--- config.mk ---
export PLATFORM = sky130hd
export DESIGN_NAME = wic_top
export DESIGN_NICKNAME = d
export VERILOG_FILES = /design/src/rtl/wic_pkg.sv /design/src/rtl/wic_field.sv /design/src/rtl/wic_capture.sv /design/src/rtl/wic_top.sv
export SDC_FILE = /design/constraint.sdc
export NUM_CORES = 1
export LEC_CHECK = 0
export BUFFER_PORTS_ARGS = -buffer_cell sky130_fd_sc_hd__buf_4
export CAP_MARGIN = 20
export CORE_UTILIZATION = 30
export DETAILED_ROUTE_END_ITERATION = 7
export GPL_ROUTABILITY_DRIVEN = 0
export SETUP_SLACK_MARGIN = 0.5
export SLEW_MARGIN = 20
export SYNTH_ARGS = -nofsm -noshare
export SYNTH_HDL_FRONTEND = slang
export SYNTH_HIERARCHICAL = 1
export SYNTH_SLANG_ARGS = --single-unit
--- constraint.sdc ---
create_clock -name clk -period 5.78 [get_ports clk]
set_input_delay 0.867 -clock clk [delete_from_list [all_inputs] [get_ports clk]]
set_output_delay 0.867 -clock clk [all_outputs]
set_load 0.01 [all_outputs]
--- src/rtl/wic_pkg.sv ---
package wic_pkg;

  localparam int WORD_W = 32;
  localparam int WIDX_W = 4;   // word index field in the bus address

  typedef enum logic [3:0] {
    RG_CTRL  = 4'd0,
    RG_MASK  = 4'd1,
    RG_POL   = 4'd2,
    RG_SENSE = 4'd3,
    RG_STAT  = 4'd4
  } group_e;

  typedef enum logic [1:0] {
    ACT_VIEW = 2'd0,
    ACT_SET  = 2'd1,
    ACT_CLR  = 2'd2
  } action_e;

  // bus_addr carries byte address bits [11:2]
  typedef struct packed {
    logic [3:0]        group;
    logic [1:0]        action;
    logic [WIDX_W-1:0] word;
  } reg_sel_t;

  localparam int CTRL_EN_BIT   = 0;
  localparam int CTRL_SRST_BIT = 1;

  // new value of a settings word after a set and/or clear strobe
  function automatic logic [WORD_W-1:0] set_clear(
    input logic [WORD_W-1:0] cur,
    input logic [WORD_W-1:0] set_bits,
    input logic [WORD_W-1:0] clr_bits
  );
    return (cur | set_bits) & ~clr_bits;
  endfunction

  // raw input turned into "active = 1" according to polarity
  function automatic logic polarize(input logic raw, input logic positive);
    return positive ? raw : ~raw;
  endfunction

  // level mode: active now; edge mode: active now and idle last cycle
  function automatic logic qualifies(input logic adj, input logic prev, input logic level);
    return level ? adj : (adj & ~prev);
  endfunction

endpackage

--- src/rtl/wic_field.sv ---
module wic_field
  import wic_pkg::*;
#(
  parameter int   NUM_WORDS = 2,
  parameter logic RST_BIT   = 1'b0
) (
  input  logic                        clk,
  input  logic                        rst_n,
  input  logic                        set_we,
  input  logic                        clr_we,
  input  logic [WIDX_W-1:0]           word,
  input  logic [WORD_W-1:0]           wdata,
  output logic [NUM_WORDS*WORD_W-1:0] q
);

  logic [WORD_W-1:0] set_bits, clr_bits;
  assign set_bits = set_we ? wdata : '0;
  assign clr_bits = clr_we ? wdata : '0;

  for (genvar w = 0; w < NUM_WORDS; w++) begin : g_word
    logic [WORD_W-1:0] word_q;
    logic              sel_w;
    assign sel_w = (word == WIDX_W'(w));

    always_ff @(posedge clk or negedge rst_n) begin
      if (!rst_n)     word_q <= {WORD_W{RST_BIT}};
      else if (sel_w) word_q <= set_clear(word_q, set_bits, clr_bits);
    end

    assign q[w*WORD_W +: WORD_W] = word_q;
  end

endmodule

--- src/rtl/wic_capture.sv ---
module wic_capture
  import wic_pkg::*;
#(
  parameter int NUM_LINES = 64
) (
  input  logic                 clk,
  input  logic                 rst_n,
  input  logic [NUM_LINES-1:0] irq_in,
  input  logic [NUM_LINES-1:0] mask_q,
  input  logic [NUM_LINES-1:0] pol_q,
  input  logic [NUM_LINES-1:0] sense_q,
  input  logic                 en_q,
  input  logic                 srst_q,
  input  logic                 ack_we,
  input  logic [WIDX_W-1:0]    word,
  input  logic [WORD_W-1:0]    wdata,
  output logic [NUM_LINES-1:0] hit_vec,
  output logic [NUM_LINES-1:0] ack_vec,
  output logic [NUM_LINES-1:0] stat_q
);

  logic [NUM_LINES-1:0] adj, prev_q;

  for (genvar i = 0; i < NUM_LINES; i++) begin : g_line
    assign adj[i]     = polarize(irq_in[i], pol_q[i]);
    assign hit_vec[i] = en_q & ~mask_q[i] & qualifies(adj[i], prev_q[i], sense_q[i]);
    assign ack_vec[i] = ack_we & (word == WIDX_W'(i / WORD_W)) & wdata[i % WORD_W];
  end

  // history follows the input even when masked or disabled, so that
  // enabling never turns a stale level into an edge
  always_ff @(posedge clk or negedge rst_n) begin
    if (!rst_n) begin
      prev_q <= '0;
      stat_q <= '0;
    end else begin
      prev_q <= adj;
      stat_q <= srst_q ? '0 : ((stat_q & ~ack_vec) | hit_vec);
    end
  end

endmodule

--- src/rtl/wic_top.sv ---
module wic_top
  import wic_pkg::*;
#(
  parameter int NUM_LINES = 64
) (
  input  logic                 clk,
  input  logic                 rst_n,
  input  logic                 bus_we,
  input  logic [9:0]           bus_addr,
  input  logic [31:0]          bus_wdata,
  output logic [31:0]          bus_rdata,
  input  logic [NUM_LINES-1:0] irq_in,
  output logic                 wake_out
);

  localparam int NUM_WORDS = NUM_LINES / WORD_W;

  reg_sel_t sel;
  assign sel = reg_sel_t'(bus_addr);

  function automatic logic wr_hit(input reg_sel_t s, input group_e g, input action_e a);
    return (s.group == g) && (s.action == a);
  endfunction

  function automatic logic [WORD_W-1:0] pick(input logic [NUM_LINES-1:0] v,
                                             input logic [WIDX_W-1:0] w);
    logic [WORD_W-1:0] r;
    r = '0;
    for (int k = 0; k < NUM_WORDS; k++)
      if (w == WIDX_W'(k)) r = v[k*WORD_W +: WORD_W];
    return r;
  endfunction

  // named write strobes
  logic mask_set_we, mask_clr_we, pol_set_we, pol_clr_we;
  logic sense_set_we, sense_clr_we, ack_we, ctrl_wr, srst_wr;

  assign mask_set_we  = bus_we && wr_hit(sel, RG_MASK,  ACT_SET);
  assign mask_clr_we  = bus_we && wr_hit(sel, RG_MASK,  ACT_CLR);
  assign pol_set_we   = bus_we && wr_hit(sel, RG_POL,   ACT_SET);
  assign pol_clr_we   = bus_we && wr_hit(sel, RG_POL,   ACT_CLR);
  assign sense_set_we = bus_we && wr_hit(sel, RG_SENSE, ACT_SET);
  assign sense_clr_we = bus_we && wr_hit(sel, RG_SENSE, ACT_CLR);
  assign ack_we       = bus_we && wr_hit(sel, RG_STAT,  ACT_CLR);
  assign ctrl_wr      = bus_we && wr_hit(sel, RG_CTRL,  ACT_VIEW) && (sel.word == '0);
  assign srst_wr      = ctrl_wr && bus_wdata[CTRL_SRST_BIT];

  // control word
  logic en_q, srst_q;
  always_ff @(posedge clk or negedge rst_n) begin
    if (!rst_n) begin
      en_q   <= 1'b0;
      srst_q <= 1'b0;
    end else begin
      if (ctrl_wr) en_q <= bus_wdata[CTRL_EN_BIT];
      srst_q <= srst_wr;
    end
  end

  // per-line settings
  logic [NUM_LINES-1:0] mask_q, pol_q, sense_q;

  wic_field #(.NUM_WORDS(NUM_WORDS), .RST_BIT(1'b1)) u_mask (
    .clk(clk), .rst_n(rst_n), .set_we(mask_set_we), .clr_we(mask_clr_we),
    .word(sel.word), .wdata(bus_wdata), .q(mask_q));

  wic_field #(.NUM_WORDS(NUM_WORDS), .RST_BIT(1'b0)) u_pol (
    .clk(clk), .rst_n(rst_n), .set_we(pol_set_we), .clr_we(pol_clr_we),
    .word(sel.word), .wdata(bus_wdata), .q(pol_q));

  wic_field #(.NUM_WORDS(NUM_WORDS), .RST_BIT(1'b0)) u_sense (
    .clk(clk), .rst_n(rst_n), .set_we(sense_set_we), .clr_we(sense_clr_we),
    .word(sel.word), .wdata(bus_wdata), .q(sense_q));

  // detection and sticky status
  logic [NUM_LINES-1:0] hit_vec, ack_vec, stat_q;

  wic_capture #(.NUM_LINES(NUM_LINES)) u_cap (
    .clk(clk), .rst_n(rst_n), .irq_in(irq_in),
    .mask_q(mask_q), .pol_q(pol_q), .sense_q(sense_q),
    .en_q(en_q), .srst_q(srst_q), .ack_we(ack_we),
    .word(sel.word), .wdata(bus_wdata),
    .hit_vec(hit_vec), .ack_vec(ack_vec), .stat_q(stat_q));

  assign wake_out = |(stat_q & ~mask_q);

  // read path, same cycle
  always_comb begin
    bus_rdata = '0;
    if (sel.action == ACT_VIEW) begin
      case (group_e'(sel.group))
        RG_CTRL:  if (sel.word == '0) bus_rdata = {{(WORD_W-1){1'b0}}, en_q};
        RG_MASK:  bus_rdata = pick(mask_q,  sel.word);
        RG_POL:   bus_rdata = pick(pol_q,   sel.word);
        RG_SENSE: bus_rdata = pick(sense_q, sel.word);
        RG_STAT:  bus_rdata = pick(stat_q,  sel.word);
        default:  bus_rdata = '0;
      endcase
    end
  end

endmodule

==> impl_metrics.csv, run 1 <==
group,metric,value,unit
status,status,"completed",
global_routing,use_met1,0.266,
yosys,synth_edf_count,0,
yosys,syn_inst,1580,
detailed_routing,first_pass_iters,7,
yosys,yosys.area.top_type,"dfrtp_1",
placed_design,dp_slack,1.69,ns
yosys,syn-num-nets,1689,
floorplanning,start_util,0.305,
power_and_ir_drop,p_leak,0.00868,uW
sta,slew_violations,0,
cells_and_area,fill_cells,5562,
clock_network,cts-root-buf,"clkbuf_16",
detailed_routing,viasPerCell,5.63,
yosys,ys_top_cells_by_area,"dfrtp_1 (38%), dfstp_2 (10%), mux2i_1 (7.4%)",
power_and_ir_drop,power_density,253,mW/mm^2
yosys,synth_cell_types,42,
detailed_routing,wire_per_inst,24.6,um
yosys,synth_ff_type,"dfrtp_1",
detailed_routing,drtAntennaViolNets,0,
worst_setup_path,r2r_slack,4.00,ns
cells_and_area,layout.area.seq,0.00814,mm^2
global_routing,grt_max_degree,122,
global_routing,grt.met2_usage,0.335,
worst_setup_path,cpMostUsedCell,"buf_4",
worst_setup_path,cp_num_buf_inv,3,
cells_and_area,multi_input_area,0.00804,mm^2
worst_setup_path,crit_slowest_cell,"or4b_1",
clock_network,ctsResizeCount,0,
global_routing,top_usage_layer,"met2",
floorplanning,core,0.0553,mm^2
run,cap_violations,0,
worst_setup_path,cp_slowest_stage_delay,0.60,ns
sta,worst_pin_slew,1.00,ns
sta,fmax,245,MHz
clock_network,clock_latency,0.52,ns
worst_setup_path,cp.arrival,3.22,ns
placed_design,portBuffers,141,
yosys,synth_commonest_cells,"dfrtp_1 (258), a21oi_1 (223), a31oi_1 (193), mux2i_1 (125), nand2b_1 (113)",
sta,setup_violations,0,
detailed_routing,num_vias,13700,
floorplanning,rows,86,
sta,period_share,0.707,
sta,fin_crit,4.08,ns
cells_and_area,final_cells,2434,
sta,fin_hold_ws,0.450,ns
worst_setup_path,crit_type,"in2out",
cells_and_area,final_nets,1768,
yosys,ys_ff_latch,322,
power_and_ir_drop,peakVddDrop,137,uV
clock_network,cts_hold_buf,0,
clock_network,clkTransAtPathRegs,0.06,ns
global_routing,grtUsageMet3,0.0388,
placed_design,dp_cells,2368,
floorplanning,die_h,239,um
clock_network,cts_tree,"yes",
floorplanning,die_area,0.0572,mm^2
worst_setup_path,endpoint_kind,"primary output",
detailed_routing,drc,0,
yosys,yosysMostFrequentCell,"dfrtp_1",
sta,setup_tns,0,ns
worst_setup_path,critPathMaxFanout,20,
worst_setup_path,cp.depth,7,
yosys,yosys_warnings,6,
min_path,hp-class,"in2async",
cells_and_area,area_delta_synth_final,16.7,%
global_routing,grt_pass1_wl,88.9,mm
placed_design,dp_hpwl,36.6,mm
clock_network,cts_buffer_depth,3,
worst_setup_path,startpoint_type,"primary input",
cells_and_area,final_area,0.0197,mm^2
worst_setup_path,cp_cell_sequence,"buf_4 -> or4b_1 -> or2_1 -> buf_4 -> o22a_1 -> a21oi_1 -> buf_4",
yosys,synthArstFlopShare,1.00,
global_routing,grt_antenna_before_repair,2,
worst_setup_path,required,4.91,ns
yosys,netlist_area,0.0169,mm^2
clock_network,cts_made_buffers,36,
clock_network,htreeDepth,2,
floorplanning,ios,142,
sta,rsz0062_at_grt,"false",
sta,relSlewSlack,0.333,
global_routing,grt.total_usage,0.207,
clock_network,post_cts_buffers,0,
placed_design,placed_area,0.0185,mm^2
cells_and_area,final_layout_size_suffix_gt1_frac,0.195,
floorplanning,dieWidth,239,um
worst_setup_path,cp_top_family,"simple AND/OR/NAND/NOR gates",
global_routing,gr-total-overflow,0,
yosys,synth_top_area_share,0.383,
detailed_routing,drt-total-wl,60.0,mm
sta,setup_slack,1.70,ns
clock_network,cts.sinks,322,
sta,report.final.hold_viol_count,0,
yosys,ys_seq_area_frac,0.482,
detailed_routing,drt_iter0_drc,1241,
global_routing,grt_pass1_vias,13700,
yosys,synth.avg_cell_area,10.7,um^2
sta,skew,0.0127,ns
worst_setup_path,r2r_cells,4,
[cells by family (layout without fill, tap and decap cells)]
group	Yosys count	after routing	synth area share
AOI/OAI and AO/OA	563	563	0.213
and+or+nand+nor	355	355	0.151
muxes	126	126	0.0748
xor gates and xnor gates	64	64	0.0332
buffers and inverters	150	255	0.0454
DFF	322	322	0.482
other	0	1	0
[through the flow]
step / power (uW) / utilization
6_report: 4980 / 0.356
5_1_grt: 5150 / 0.356
4_1_cts: 5020 / 0.355
3_5_place_dp: 2800 / 0.335
3_3_place_gp: 2790 / 0.335
2_1_floorplan: 2550 / -
[routing by layer]
metal,part of all wire,up-vias
li1,-,6130
met1,0.42,6883
met2,0.47,553
met3,0.070,133
met4,0.044,2
met5,0.00020,-
[layout make-up]
| type | count | share of cell area |
|---|---|---|
| multi-input combinational | 1108 | 0.408 |
| timing repair buffer | 170 | 0.0693 |
| inverter | 21 | 0.00407 |
| sequential | 322 | 0.413 |
| clock inverter | 4 | 0.00102 |
| antenna | 1 | 0.000127 |
| clock buffer | 60 | 0.0560 |
| tap | 748 | 0.0475 |
[power by group]
part / switching, uW / internal (uW) / leakage (uW)
clock: 924 / 1300 / 0.000553
sequential: 36.9 / 2320 / 0.00378
combinational: 261 / 149 / 0.00434
total: 1220 / 3760 / 0.00868
[worst register-to-register path: stages (launching register included)]
cell       delay, ns
dfrtp_1         0.38
clkinv_2        0.26
buf_6           0.68
nand2_1         0.21
o2bb2ai_1       0.18
[state kept, by name (all words and copies together), names as in the netlist]
register / count
u_sense/g_word.word_q: 64
u_cap/stat_q: 64
en_q: 1
srst_q: 1
u_mask/g_word.word_q: 64
u_cap/prev_q: 64
u_pol/g_word.word_q: 64
[placed cells by master (no fill, tap or decap), types with 3 or more instances in the layout]
cell       synthesis  final
clkbuf_1          69     14
or3_1              3      3
nor3b_2           30     27
dfrtp_1          258    257
o2bb2ai_1         64     64
a31oi_1          193    193
clkbuf_16          0     37
or4b_1             4      3
buf_4             18    162
nor4_1             6      6
mux2i_1          125    125
inv_1             21     20
clkinv_2           0      5
and3b_1            6      5
nand2_1           65     65
nor2_1            10     10
a21oi_1          223    223
o2111ai_1         16     16
nor2b_4            0      3
dfstp_2           64     64
and3_1            32     32
nand2b_1         113    113
nor3b_4            3      6
and4b_1           64     64
buf_12             3      4
o22a_1            60     60
or2_1              4      3
clkbuf_8           0      9
o22ai_1            3      3
nor3_4             0      3
xnor2_1           64     64
[path summary, 6_finish.rpt]
kind / to / start
hold / removal: u_cap/prev_q[20] / rst_n
max in group asynchronous: u_pol/g_word[1].word_q[1] / rst_n
hold reg to reg: u_cap/prev_q[0] / u_pol/g_word[0].word_q[0]
setup reg to reg: u_cap/stat_q[56] / srst_q
min in group clk: u_cap/prev_q[0] / u_pol/g_word[0].word_q[0]
setup / recovery: bus_rdata[26] / bus_addr[7]
(Power assumes the default switching activity.)
==> run 2: changes to the inputs <==
ABC_AREA = 1   (was unset)
clock period = 3.4 ns   (was 5.78 ns; I/O delays follow)
==> run 2 against run 1 <==
Flip-flop and latch count unchanged. Worst hold slack worse by 0.27 ns. Via count up 39%. Global-route usage down 1.6 points. Die area increased by 24%. Critical endpoint is now wake_out. Setup slack worse by 1.0 ns. Final cell count grew 67%. Wire length increased by 12%. Register-to-register slack got worse by 2.4 ns.
==> impl_metrics.csv, run 2 <==
group,metric,value,unit
floorplanning,core,0.0688,mm^2
clock_network,cts_buffer_depth,3,
floorplanning,rows,96,
floorplanning,dieWidth,266,um
detailed_routing,viasPerCell,4.69,
worst_setup_path,crit_slowest_cell,"dfstp_2",
yosys,netlist_area,0.0209,mm^2
sta,skew,0.00802,ns
cells_and_area,multi_input_area,0.0103,mm^2
power_and_ir_drop,peakVddDrop,250,uV
cells_and_area,final_layout_size_suffix_gt1_frac,0.173,
clock_network,cts-root-buf,"clkbuf_16",
clock_network,clock_latency,0.53,ns
cells_and_area,area_delta_synth_final,14.6,%
global_routing,grt_pass1_vias,17900,
placed_design,dp_hpwl,42.9,mm
detailed_routing,num_vias,19100,
worst_setup_path,cp.depth,10,
sta,setup_tns,0,ns
sta,fin_crit,2.75,ns
worst_setup_path,worstReg2RegEnd,"u_cap/stat_q[51]",
worst_setup_path,cp.arrival,2.24,ns
detailed_routing,drtAntennaViolNets,0,
floorplanning,die_area,0.0709,mm^2
worst_setup_path,critPathMaxFanout,5,
sta,report.final.hold_viol_count,0,
cells_and_area,layout.area.seq,0.00814,mm^2
worst_setup_path,r2r_slack,1.64,ns
floorplanning,start_util,0.304,
detailed_routing,drc,0,
clock_network,clkTransAtPathRegs,0.06,ns
worst_setup_path,crit_type,"reg2out",
cells_and_area,final_common_cell,"nand2_1",
worst_setup_path,cp_cell_sequence,"inv_1 -> nand2_1 -> o21ai_0 -> inv_1 -> nand2_1 -> nor2_1 -> nand2_1 -> nor2_1 -> nand2_1 -> buf_4",
worst_setup_path,endpoint,"wake_out",
yosys,syn_inst,3039,
sta,rsz0062_at_grt,"false",
worst_setup_path,required,2.89,ns
yosys,yosys_warnings,6,
yosys,synth.avg_cell_area,6.89,um^2
detailed_routing,wire_per_inst,16.6,um
sta,setup_slack,0.650,ns
clock_network,cts_tree,"yes",
worst_setup_path,startpoint_type,"register",
cells_and_area,layout_common_cells,"nand2_1 (1315), inv_1 (401), dfrtp_1 (256), nand3_1 (227), buf_4 (163)",
detailed_routing,drt_iter0_drc,1549,
worst_setup_path,cpMostUsedCell,"nand2_1",
worst_setup_path,cp_num_buf_inv,3,
worst_setup_path,cp-startpoint,"u_mask/g_word[1].word_q[30]",
clock_network,cts.sinks,322,
cells_and_area,final_nets,3219,
worst_setup_path,r2r_cells,5,
power_and_ir_drop,power_density,473,mW/mm^2
cells_and_area,final_area,0.0240,mm^2
cells_and_area,fill_cells,7234,
floorplanning,die_h,266,um
global_routing,grt_pass1_wl,105,mm
global_routing,grt_antenna_before_repair,1,
placed_design,dp_slack,0.714,ns
detailed_routing,first_pass_iters,5,
global_routing,grt.total_usage,0.191,
placed_design,portBuffers,141,
worst_setup_path,cp_top_family,"simple AND/OR/NAND/NOR gates",
clock_network,htreeDepth,2,
clock_network,post_cts_buffers,0,
worst_setup_path,r2r-start,"en_q",
detailed_routing,drt-total-wl,67.4,mm
worst_setup_path,cp_slowest_stage_delay,0.57,ns
sta,period_share,0.809,
sta,relSlewSlack,0.280,
yosys,syn-num-nets,3148,
power_and_ir_drop,p_leak,0.0103,uW
sta,fmax,364,MHz
placed_design,placed_area,0.0228,mm^2
status,status,"completed",
global_routing,gr-total-overflow,0,
clock_network,cts_made_buffers,37,
sta,worst_pin_slew,1.08,ns
global_routing,grt_max_degree,94,
sta,setup_violations,0,
sta,slew_violations,0,
min_path,hp-class,"in2reg",
run,cap_violations,0,
floorplanning,ios,142,
worst_setup_path,endpoint_kind,"primary output",
==> run 2: cell count changes in the layout (fill, tap and decap cells not counted), moves of 107 or more <==
cell | previous run | this run
nand2_1 | 65 | 1315
a31oi_1 | 193 | 0
a21oi_1 | 223 | 8
inv_1 | 20 | 401
nand3_1 | 1 | 227
o21ai_1 | 2 | 109
nand2b_1 | 113 | 0
a21oi_2 | 0 | 120
mux2i_1 | 125 | 0
==> run 2: final cells by class <==
class,instances,area share
Tap cell,931,0.0485
Sequential cell,322,0.339
Clock inverter,5,0.00209
Inverter,405,0.0634
Antenna cell,1,0.000104
Timing Repair Buffer,185,0.0687
Multi-Input combinational cell,2159,0.431
Clock buffer,60,0.0468
==> run 2: worst reg2reg max path, cell delays in order, from the launching register on <==
cell	delay, ns
dfrtp_2	0.36
buf_4	0.72
nand2_1	0.21
a21oi_2	0.13
nand2_1	0.10
a21oi_2	0.15
==> run 2: layer usage <==
| metal | wire length [um] | track usage | vias to the layer above |
|---|---|---|---|
| met5 | 0 | 0 | - |
| met4 | 2390 | 0.0704 | 0 |
| met3 | 4270 | 0.0314 | 112 |
| met2 | 29800 | 0.299 | 547 |
| met1 | 31000 | 0.263 | 8860 |
| li1 | - | - | 9573 |
==> run 2: power by group <==
| group | leakage (uW) | switching (uW) | internal [uW] |
|---|---|---|---|
| registers | 0.00406 | 594 | 4540 |
| clock network | 0.000578 | 1650 | 2330 |
| logic | 0.00569 | 1400 | 852 |
| total | 0.0103 | 3640 | 7720 |
==> run 2: per-stage QoR <==
| step | utilization | instances | hold slack, ns | total power, uW |
|---|---|---|---|---|
| finish | 0.349 | 4068 | 0.184 | 11400 |
| global route | 0.349 | 4067 | 0.177 | 12000 |
| CTS | 0.349 | 4067 | 0.159 | 11500 |
| detailed placement | 0.331 | 4001 | 0.481 | 7440 |
| global placement | 0.331 | 4001 | 0.478 | 7390 |
| floorplan | - | 3039 | 0.214 | 6600 |
==> run 2: worst min path at each step <==
stage,end,from,cells after the start,slack [ns]
floorplan,en_q,rst_n,0,0.21
global placement,u_mask/g_word[0].word_q[28],u_mask/g_word[0].word_q[28],2,0.48
detailed placement,u_mask/g_word[0].word_q[28],u_mask/g_word[0].word_q[28],2,0.48
CTS,u_cap/prev_q[49],irq_in[49],2,0.16
global route,u_cap/prev_q[14],irq_in[14],2,0.18
finish,u_cap/prev_q[49],irq_in[49],2,0.18
==> run 2: repair_timing <==
item	4_1_cts	5_1_grt
endpoints found under the setup margin	0	0
hold buffers	1	0
resized for setup	0	0
endpoints found under the hold margin	29	0
